### src/rtl/trapsel_pkg.sv
package trapsel_pkg;

  typedef enum logic [1:0] {
    DST_RESET = 2'd0,
    DST_HYPER = 2'd1,
    DST_PRIV  = 2'd2,
    DST_ERROR = 2'd3
  } trap_dest_e;

  typedef enum logic [1:0] {
    LVL_USER  = 2'd0,
    LVL_PRIV  = 2'd1,
    LVL_HYPER = 2'd2
  } exec_lvl_e;

  localparam int unsigned VEC_RESET_CODE = 5;
  localparam int unsigned VEC_WDOG_CODE  = 2;
  localparam int unsigned HYPER_TT_MIN   = 384;
  localparam int unsigned VEC_SHIFT      = 5;
  localparam int unsigned INSN_BYTES     = 4;

endpackage

### src/rtl/trapsel_route.sv
module trapsel_route
  import trapsel_pkg::*;
#(
  parameter int unsigned TT_W    = 9,
  parameter int unsigned TL_W    = 3,
  parameter int unsigned MAX_TL  = 6,
  parameter int unsigned MAX_PTL = 2
) (
  input  logic [TT_W-1:0] tt,
  input  logic [TL_W-1:0] tl,
  input  logic            hpriv,
  input  logic            priv,
  input  logic            red,
  input  logic            hyper_class,
  output trap_dest_e      dest,
  output logic [TT_W-1:0] vec_code,
  output exec_lvl_e       prev_lvl
);

  logic next_hyper;
  logic tt_high;
  logic tl_red_edge;
  logic tl_full;
  logic tl_over_ptl;

  always_comb begin
    if (hpriv)      prev_lvl = LVL_HYPER;
    else if (priv)  prev_lvl = LVL_PRIV;
    else            prev_lvl = LVL_USER;
  end

  assign next_hyper  = hpriv | hyper_class;
  assign tt_high     = (32'(tt) >= HYPER_TT_MIN);
  assign tl_red_edge = (32'(tl) == (MAX_TL - 1));
  assign tl_full     = (32'(tl) >= MAX_TL);
  assign tl_over_ptl = (32'(tl) > MAX_PTL);

  always_comb begin
    dest     = DST_PRIV;
    vec_code = tt;
    if (red || tl_red_edge) begin
      dest     = DST_RESET;
      vec_code = TT_W'(VEC_RESET_CODE);
    end else if (tl_full) begin
      dest     = DST_ERROR;
      vec_code = '0;
    end else if (tl_over_ptl && !next_hyper) begin
      dest     = DST_HYPER;
      vec_code = TT_W'(VEC_WDOG_CODE);
    end else if (next_hyper || tt_high) begin
      dest     = DST_HYPER;
      vec_code = tt;
    end
  end

endmodule

### src/rtl/trapsel_vecgen.sv
module trapsel_vecgen
  import trapsel_pkg::*;
#(
  parameter int unsigned ADDR_W = 64,
  parameter int unsigned TT_W   = 9,
  parameter int unsigned TL_W   = 3,
  parameter logic [ADDR_W-1:0] RSTV_BASE = ADDR_W'(40'hFF_F000_0000)
) (
  input  trap_dest_e        dest,
  input  logic [TT_W-1:0]   vec_code,
  input  logic [TL_W-1:0]   tl,
  input  logic [ADDR_W-1:0] tba,
  input  logic [ADDR_W-1:0] htba,
  output logic [ADDR_W-1:0] pc,
  output logic [ADDR_W-1:0] npc,
  output logic [ADDR_W-1:0] nnpc
);

  localparam int unsigned OFF_W = TT_W + VEC_SHIFT;
  localparam logic [ADDR_W-1:0] HYP_LOW  = (ADDR_W'(1) << OFF_W) - ADDR_W'(1);
  localparam logic [ADDR_W-1:0] PRV_LOW  = (ADDR_W'(1) << (OFF_W + 1)) - ADDR_W'(1);
  localparam logic [ADDR_W-1:0] NEST_BIT = ADDR_W'(1) << OFF_W;
  localparam logic [ADDR_W-1:0] STEP     = ADDR_W'(INSN_BYTES);

  logic [ADDR_W-1:0] vec_off;
  logic [ADDR_W-1:0] hyp_pc;
  logic [ADDR_W-1:0] prv_pc;
  logic [ADDR_W-1:0] rst_pc;

  assign vec_off = (ADDR_W'(vec_code) << VEC_SHIFT) & HYP_LOW;
  assign hyp_pc  = (htba & ~HYP_LOW) | vec_off;
  assign prv_pc  = (tba & ~PRV_LOW) | ((tl != '0) ? NEST_BIT : '0) | vec_off;
  assign rst_pc  = RSTV_BASE + vec_off;

  always_comb begin
    unique case (dest)
      DST_RESET: pc = rst_pc;
      DST_HYPER: pc = hyp_pc;
      DST_PRIV:  pc = prv_pc;
      default:   pc = '0;
    endcase
    if (dest == DST_ERROR) begin
      npc  = '0;
      nnpc = '0;
    end else begin
      npc  = pc + STEP;
      nnpc = pc + STEP + STEP;
    end
  end

endmodule

### src/rtl/trapsel_top.sv
module trapsel_top
  import trapsel_pkg::*;
#(
  parameter int unsigned ADDR_W  = 64,
  parameter int unsigned TT_W    = 9,
  parameter int unsigned TL_W    = 3,
  parameter int unsigned MAX_TL  = 6,
  parameter int unsigned MAX_PTL = 2
) (
  input  logic              clk,
  input  logic              rst_n,
  input  logic              req_valid,
  input  logic [TT_W-1:0]   req_tt,
  input  logic [TL_W-1:0]   cur_tl,
  input  logic              st_hpriv,
  input  logic              st_priv,
  input  logic              st_red,
  input  logic              req_hyper_class,
  input  logic [ADDR_W-1:0] tba,
  input  logic [ADDR_W-1:0] htba,
  output logic              out_valid,
  output logic [1:0]        out_dest,
  output logic [ADDR_W-1:0] out_pc,
  output logic [ADDR_W-1:0] out_npc,
  output logic [ADDR_W-1:0] out_nnpc,
  output logic [TT_W-1:0]   out_tt,
  output logic [TL_W-1:0]   out_new_tl,
  output logic [1:0]        out_prev_lvl
);

  trap_dest_e        c_dest;
  logic [TT_W-1:0]   c_vec;
  exec_lvl_e         c_lvl;
  logic [ADDR_W-1:0] c_pc, c_npc, c_nnpc;
  logic [TL_W-1:0]   c_new_tl;

  trapsel_route #(
    .TT_W(TT_W), .TL_W(TL_W), .MAX_TL(MAX_TL), .MAX_PTL(MAX_PTL)
  ) route_i (
    .tt(req_tt), .tl(cur_tl), .hpriv(st_hpriv), .priv(st_priv),
    .red(st_red), .hyper_class(req_hyper_class),
    .dest(c_dest), .vec_code(c_vec), .prev_lvl(c_lvl)
  );

  trapsel_vecgen #(
    .ADDR_W(ADDR_W), .TT_W(TT_W), .TL_W(TL_W)
  ) vecgen_i (
    .dest(c_dest), .vec_code(c_vec), .tl(cur_tl), .tba(tba), .htba(htba),
    .pc(c_pc), .npc(c_npc), .nnpc(c_nnpc)
  );

  assign c_new_tl = (c_dest == DST_ERROR) ? cur_tl : cur_tl + TL_W'(1);

  // next-state
  logic              d_valid;
  logic [1:0]        d_dest, d_lvl;
  logic [ADDR_W-1:0] d_pc, d_npc, d_nnpc;
  logic [TT_W-1:0]   d_tt;
  logic [TL_W-1:0]   d_tl;
  logic              ld_en;

  assign ld_en = req_valid;

  always_comb begin
    d_valid = req_valid;
    d_dest  = out_dest;
    d_lvl   = out_prev_lvl;
    d_pc    = out_pc;
    d_npc   = out_npc;
    d_nnpc  = out_nnpc;
    d_tt    = out_tt;
    d_tl    = out_new_tl;
    if (ld_en) begin
      d_dest = c_dest;
      d_lvl  = c_lvl;
      d_pc   = c_pc;
      d_npc  = c_npc;
      d_nnpc = c_nnpc;
      d_tt   = req_tt;
      d_tl   = c_new_tl;
    end
  end

  // registers
  always_ff @(posedge clk or negedge rst_n) begin
    if (!rst_n) begin
      out_valid    <= 1'b0;
      out_dest     <= '0;
      out_prev_lvl <= '0;
      out_pc       <= '0;
      out_npc      <= '0;
      out_nnpc     <= '0;
      out_tt       <= '0;
      out_new_tl   <= '0;
    end else begin
      out_valid    <= d_valid;
      out_dest     <= d_dest;
      out_prev_lvl <= d_lvl;
      out_pc       <= d_pc;
      out_npc      <= d_npc;
      out_nnpc     <= d_nnpc;
      out_tt       <= d_tt;
      out_new_tl   <= d_tl;
    end
  end

  p_latency_r2: assert property (@(posedge clk) disable iff (!rst_n)
    req_valid |=> out_valid);
  p_no_spurious_r2: assert property (@(posedge clk) disable iff (!rst_n)
    out_valid |-> $past(req_valid));
  p_hold_r2: assert property (@(posedge clk) disable iff (!rst_n)
    !req_valid |=> $stable(out_pc) && $stable(out_dest));
  p_red_wins_r3: assert property (@(posedge clk) disable iff (!rst_n)
    (req_valid && st_red) |=> (out_dest == 2'(DST_RESET)));
  p_error_zero_r4: assert property (@(posedge clk) disable iff (!rst_n)
    (out_valid && out_dest == 2'(DST_ERROR)) |-> (out_pc == '0 && out_npc == '0));
  p_npc_step_r8: assert property (@(posedge clk) disable iff (!rst_n)
    (out_valid && out_dest != 2'(DST_ERROR)) |-> (out_npc == out_pc + ADDR_W'(4)));
  p_tt_kept_r9: assert property (@(posedge clk) disable iff (!rst_n)
    req_valid |=> (out_tt == $past(req_tt)));

endmodule

### config.mk
export PLATFORM = sky130hd
export DESIGN_NAME = trapsel_top
export DESIGN_NICKNAME = d
export VERILOG_FILES = /design/src/rtl/trapsel_pkg.sv /design/src/rtl/trapsel_route.sv /design/src/rtl/trapsel_vecgen.sv /design/src/rtl/trapsel_top.sv
export SDC_FILE = /design/constraint.sdc
export NUM_CORES = 1
export LEC_CHECK = 0
export BUFFER_PORTS_ARGS = -buffer_cell sky130_fd_sc_hd__buf_2
export CORE_MARGIN = 8
export CORE_UTILIZATION = 45
export DETAILED_ROUTE_END_ITERATION = 8
export HOLD_SLACK_MARGIN = 0.08
export PLACE_DENSITY = 0.85
export SKIP_CTS_REPAIR_TIMING = 1
export SYNTH_ARGS = -nofsm -noshare
export SYNTH_HDL_FRONTEND = slang
export SYNTH_HIERARCHICAL = 1
export SYNTH_SLANG_ARGS = --single-unit
### constraint.sdc
create_clock -name clk -period 0.8 [get_ports clk]
set_input_delay 0.16 -clock clk [delete_from_list [all_inputs] [get_ports clk]]
set_output_delay 0.16 -clock clk [all_outputs]
set_load 0.01 [all_outputs]
# Yosys cells after proc, flatten, opt, wreduce, memory -nomap -nowiden
# Index checks and enable logic that the tools add are counted.
[op_classes]
addsub = 4
magnitude_cmp = 3
eq_ne = 4
n_mux = 14
n_bitwise = 4
reduce_logical = 6
[op_table]
columns = ["operator", "n"]
rows = [
  ["$pmux 64 s3", 1],
  ["$add 64x3->64 const B", 2],
  ["$mux 64", 2],
  ["$or 64x14->64", 2],
  ["$or 64x64->64", 1],
  ["$add 40x14->41 const A", 1],
  ["$mux 9", 3],
  ["$mux 15", 1],
  ["$mux 2", 5],
  ["$ge 9x9->1 const B", 1],
  ["$eq 2x2->1 const B", 2],
  ["$add 3x1->3 const B", 1],
  ["$eq 3x3->1 const B", 1],
  ["$ge 3x3->1 const B", 1],
  ["$gt 3x2->1 const B", 1],
  ["$mux 3", 1],
  ["$reduce_bool 3->1", 1],
  ["$eq 2x1->1 const B", 1],
  ["$logic_not 2->1", 1],
  ["$logic_or 1x1->1", 2],
  ["$logic_and 1x1->1", 1],
  ["$logic_not 1->1", 1],
  ["$mux 1", 1],
  ["$or 1x1->1", 1],
]
[word_totals]
regBits = 209
inputBits = 147
output_inout_bits = 209
wordCells = 43

# Logic depth before layout (Yosys ltp)
[depth]
depth_word = 11
ltp_mapped = 10
ltp_nobuf = 6

# By module
# The synthesis kept the hierarchy.
[by_module_without_submodules]
columns = ["mod", "n_inst", "cells_per_inst", "area_per_inst_um2", "seq_area_each_um2"]
rows = [
  ["trapsel_top", 1, 448, 7871.3, 5230.0],
  ["trapsel_vecgen", 1, 242, 1745.4, 0.0],
  ["trapsel_route", 1, 30, 214.0, 0.0],
]

# Worst setup path after synthesis
# No wires, ideal clock.
[synth_timing]
path_type = "input port to flip-flop"
from = "input cur_tl[2]"
to = "register out_npc[61]"
setup_ps = 125
arrival_ps = 2090
t_required_ps = 675
path_slack_ps = -1415
path_stages = 9
n_path_buf = 4
cell_sequence = "clkbuf_2 > or2_2 > a31oi_1 > nor2b_2 > buf_4 > buf_2 > a22o_1 > buf_4 > mux2_2"
[synth_between]
elab_chain_len = 9
elab_cells_between_ends = 24
cone_classes = "add/sub (2); order compare (2); eq/ne (4); mux (9); bitwise (3); reduce/logical (4)"
[synth_lines]
columns = ["element", "line", "source"]
rows = [
  ["start, declared", "trapsel_top.sv:14", "input logic [TL_W-1:0] cur_tl,"],
  ["$gt 3x2->1", "trapsel_route.sv:36", "assign tl_over_ptl = (32'(tl) > MAX_PTL);"],
  ["$logic_and 1x1->1", "trapsel_route.sv:47", "end else if (tl_over_ptl && !next_hyper) begin"],
  ["$mux 2", "trapsel_route.sv:47", ""],
  ["$mux 2", "trapsel_route.sv:44", "end else if (tl_full) begin"],
  ["$mux 2 (*)", "trapsel_route.sv:41", "if (red || tl_red_edge) begin"],
  ["net c_dest[0]", "trapsel_top.sv:31", "trap_dest_e c_dest;"],
  ["$eq 2x2->1, or another cell as far along", "trapsel_vecgen.sv:36", "unique case (dest)"],
  ["$pmux 64 s3", "trapsel_vecgen.sv:36", ""],
  ["$add 64x3->64", "trapsel_vecgen.sv:46", "npc = pc + STEP;"],
  ["$mux 64 (*)", "trapsel_vecgen.sv:42", "if (dest == DST_ERROR) begin"],
  ["net c_npc[61]", "trapsel_top.sv:34", "logic [ADDR_W-1:0] c_pc, c_npc, c_nnpc;"],
  ["end signal, assigned", "trapsel_top.sv:100", "out_npc <= d_npc;"],
  ["end, declared", "trapsel_top.sv:24", "output logic [ADDR_W-1:0] out_npc,"],
]
# The timed path passes the listed nets; every way through them passes the cells marked *.
# A chain may end at the register's enable or synchronous reset.

# Final worst setup path
[layout_timing]
from = "input req_tt[8]"
to = "register out_npc[19]"
[layout_between]
elab_chain_len = 10
elab_cells_between_ends = 19
cone_classes = "add/sub (2); order compare (1); eq/ne (3); mux (9); bitwise (2); reduce/logical (2)"
[layout_lines]
columns = ["element", "line", "source"]
rows = [
  ["start, declared", "trapsel_top.sv:13", "input logic [TT_W-1:0] req_tt,"],
  ["$ge 9x9->1 (*)", "trapsel_route.sv:33", "assign tt_high = (32'(tt) >= HYPER_TT_MIN);"],
  ["$logic_or 1x1->1 (*)", "trapsel_route.sv:50", "end else if (next_hyper || tt_high) begin"],
  ["$mux 2 (*)", "trapsel_route.sv:50", ""],
  ["$mux 2 (*)", "trapsel_route.sv:47", ""],
  ["$mux 2 (*)", "trapsel_route.sv:44", ""],
  ["$mux 2 (*)", "trapsel_route.sv:41", ""],
  ["net c_dest[1]", "trapsel_top.sv:31", ""],
  ["$eq 2x2->1, or another cell as far along", "trapsel_vecgen.sv:36", ""],
  ["$pmux 64 s3", "trapsel_vecgen.sv:36", ""],
  ["$add 64x3->64", "trapsel_vecgen.sv:46", ""],
  ["$mux 64 (*)", "trapsel_vecgen.sv:42", ""],
]
# Marks and branches as above.

==> results.md <==
| Result | This run |
|---|---|
| Simple-gate share of the synthesized area | 4.12% |
| DP HPWL | 20700 um |
| Total clock sinks | 209 |
| Critical path arrival | 1920 ps |
| Status | finished, violations left |
| Core footprint | 21600 um2 |
| Multi-input logic area | 3990 um2 |
| Deepest clock path buffer count | 3 |
| Yosys Warn Count | 6 |
| Synthesized instance count | 720 |
| Max stage delay cell, worst path | sky130_fd_sc_hd__a211oi_4 |
| Area fraction of the dominant cell type after synthesis | 53.2% |
| Compound-gate portion of the synthesized area | 9.13% |
| Count of unique library cells instantiated by Yosys | 34 |
| Number of cells in the finished layout apart from fillers | 1391 |
| DRC | 0 |
| Upper clock frequency limit | 679 MHz |
| Antenna-violating nets left | 0 |
| Clock latency on the worst-skew pair | 510 ps |
| Final critical-path required period | 1470 ps |
| Top cells by area, synth | sky130_fd_sc_hd__dfrtp_1, sky130_fd_sc_hd__mux2_2, sky130_fd_sc_hd__a22o_1 |
| Worst vdd rail ir drop | 0.00164 V |
| Clk Tree Root Cell | sky130_fd_sc_hd__clkbuf_16 |
| Share of flip-flops with an asynchronous set or reset after synthesis | 100% |
| Average cell area after synthesis | 13.7 um2 |
| Total area of sequential cells | 5230 um2 |
| Die Span Y | 164 um |
| Clock-pin slew reported for the worst setup and hold paths after clock tree synthesis | 60 ps |
| Fraction of the core area covered by cells at the end of the flow | 64.9% |
| Vias in the first global route | 7508 |
| Fraction of final layout cells sized beyond drive strength 1 | 64.3% |
| Ratio of final minimum period to clock period | 184% |
| CTS tree | built |
| Max-capacitance violation count | 0 |
| Data required time at the worst endpoint | 1240 ps |
| Top-count cell post-synth | sky130_fd_sc_hd__dfrtp_1 |
| TritonCTS buffer count | 24 |
| Final setup slack of the worst path | -673 ps |
| Yosys reg bits | 209 |
| Worst hold-check slack | 4.05 ps |
| Multiplexer fraction of the synthesized cell area | 23.7% |
| Failing checks | setup timing |
| Total placed cells including tap cells | 1278 |
| Area of the die | 26800 um2 |
| Number of DRC markers after the initial detailed-route iteration | 353 |
| Static power due to leakage | 6.97 nW |
| Number of synthesized flops with an enable pin | 0 |
| Total number of vias | 7382 |
| CP most frequent cell | sky130_fd_sc_hd__buf_6 |
| All-Layer GR Usage | 19.3% |
| Area growth from synthesis to layout | 42.8% |
| Sequential share of the synthesized area | 53.2% |
| Standard-cell rows | 54 |
| Final Hold Viols | 0 |
| Unrepaired setup endpoints after global routing | yes |
| Kind of end point of the critical path | flip-flop |
| Worst Setup Slack post-DPL | -1240 ps |
| Worst setup path category | in -> reg |
| Overall power of the completed layout | 30.4 mW |
| Dominant synthesized flop cell | sky130_fd_sc_hd__dfrtp_1 |
| Maximum number of pins on one net before global-route repair | 57 |
| Summed instance area of the synthesized netlist | 9830 um2 |
| Initial antenna violation count | 1 |
| Worst path cell trace | buf_6, a211oi_4, nand3b_1, a21oi_4, nor2b_4, buf_6, buf_12, a22o_1, mux2_2 |
| Initial Utilization | 45.5% |
| Pwr dens | 2170 nW/um2 |
| Global-route wire length before repair | 41300 um |
| Total congestion overflow | 0 |
| Setup clock skew after layout | 0 ps |
| H-tree Lvls | 1 |
| Type of the worst min-delay path | in -> reg |
| Setup-violating endpoint count in the final report | 407 |
| Adder and majority cell fraction of the synthesized area | 0.127% |
| CP Launch Type | input port |
| Critical path fanouts, max | 11 |
| Dominant combinational cell family by area after synthesis | multiplexers |
| Post-detailed-routing wire length | 30900 um |
| Post-synthesis cell type with the largest combined area | sky130_fd_sc_hd__dfrtp_1 |
| Port Buf Inserts | 326 |
| Weighted congestion reported at the end of routability-driven placement | 0.861 |
| Top post-synthesis cells by count | sky130_fd_sc_hd__dfrtp_1, sky130_fd_sc_hd__mux2_2, sky130_fd_sc_hd__buf_4 |
| Synth Area in XOR/XNOR | 0.178% |
| NumNets Final | 1243 |
| Io pins | 356 |
| Max incr delay on CP | 290 ps |
| Horiz. Die Dim | 164 um |
| Pre-Repair DR Iteration Count | 4 |
| Count of pins over their slew limit | 0 |
| DR WL/cell | 22.2 um |
| Routed via count divided by cell count | 5.31 |
| Filler cell count in the final layout | 1498 |
routing by layer:
metal,vias to the layer above,track usage (%),part of all wire [%]
met3,102,4.61,6.9
met4,0,8.88,5.4
met2,340,33.8,51
met1,3691,21.9,37
li1,3249,-,-
met5,-,0,0
state kept, by name, indices dropped and copies added, names as in the netlist:
name	flops
out_prev_lvl	2
out_pc	64
out_dest	2
out_valid	1
out_new_tl	3
out_nnpc	64
out_tt	9
out_npc	64
kinds of logic after synthesis:
kind of cell | after synthesis
xor gates and xnor gates | 2
AOI/OAI and AO/OA | 114
muxes | 207
other | 1
DFF | 209
and+or+nand+nor | 65
buffers and inverters | 121
adders and majority gates | 1
worst paths after layout:
kind	from	end	slack (ps)	depth (start not counted)
worst max-delay path	req_tt[8]	out_npc[19]$_DFFE_PN0P_	-670	9
worst min-delay path	st_priv	out_prev_lvl[0]$_DFFE_PN0P_	4	3
worst max register to register	out_pc[25]$_DFFE_PN0P_	out_pc[25]$_DFFE_PN0P_	-220	3
worst min register to register	out_pc[38]$_DFFE_PN0P_	out_pc[38]$_DFFE_PN0P_	500	1
max in group asynchronous	rst_n	out_nnpc[23]$_DFFE_PN0P_	160	3
min in group asynchronous	rst_n	out_npc[1]$_DFFE_PN0P_	110	2
power by group:
part	internal (mW)	switching [mW]	leakage [nW]
Clock	6.89	4.27	0.392
Combinational	3.84	2.97	3.99
Sequential	11.7	0.751	2.59
through the flow:
| stage | setup TNS (ps) | cell area [um2] |
|---|---|---|
| floorplan | -157010 | 10100 |
| global placement | -207920 | 11800 |
| detailed placement | -218730 | 11800 |
| CTS | -200280 | 12600 |
| global route | -197390 | 14000 |
| finish | -185980 | 14000 |
critical path, delay by kind of cell:
family                 cells  cell delay, ps
multiplexers               1             180
AND/OR/NAND/NOR            2             440
AO/OA/AOI/OAI              3             730
buffers and inverters      3             410
final cells by class:
cell class | count | area share (%)
antenna | 1 | 0.0178
sequential | 209 | 37.2
timing repair buffer | 457 | 26.1
multi-input combinational | 402 | 28.4
inverter | 1 | 0.0267
clock inverter | 3 | 0.490
clock buffer | 38 | 5.23
tap | 280 | 2.49
layout by cell type (no fill, tap or decap), drive strengths merged, types with 2 or more instances in the layout:
cell         netlist  final
bufinv             0      2
nand2b            13     13
a22o              76     76
nor2               4      4
nand2              4      4
conb               1     13
dlygate4sd3        0      6
clkbuf             6     46
dfrtp            209    209
and2              24     24
buf              114    443
a21oi             29     29
mux2             206    206
a211oi             2      2
o31ai              3      3
nor2b             14     14
No activity file was read; power rests on OpenSTA's default activity.
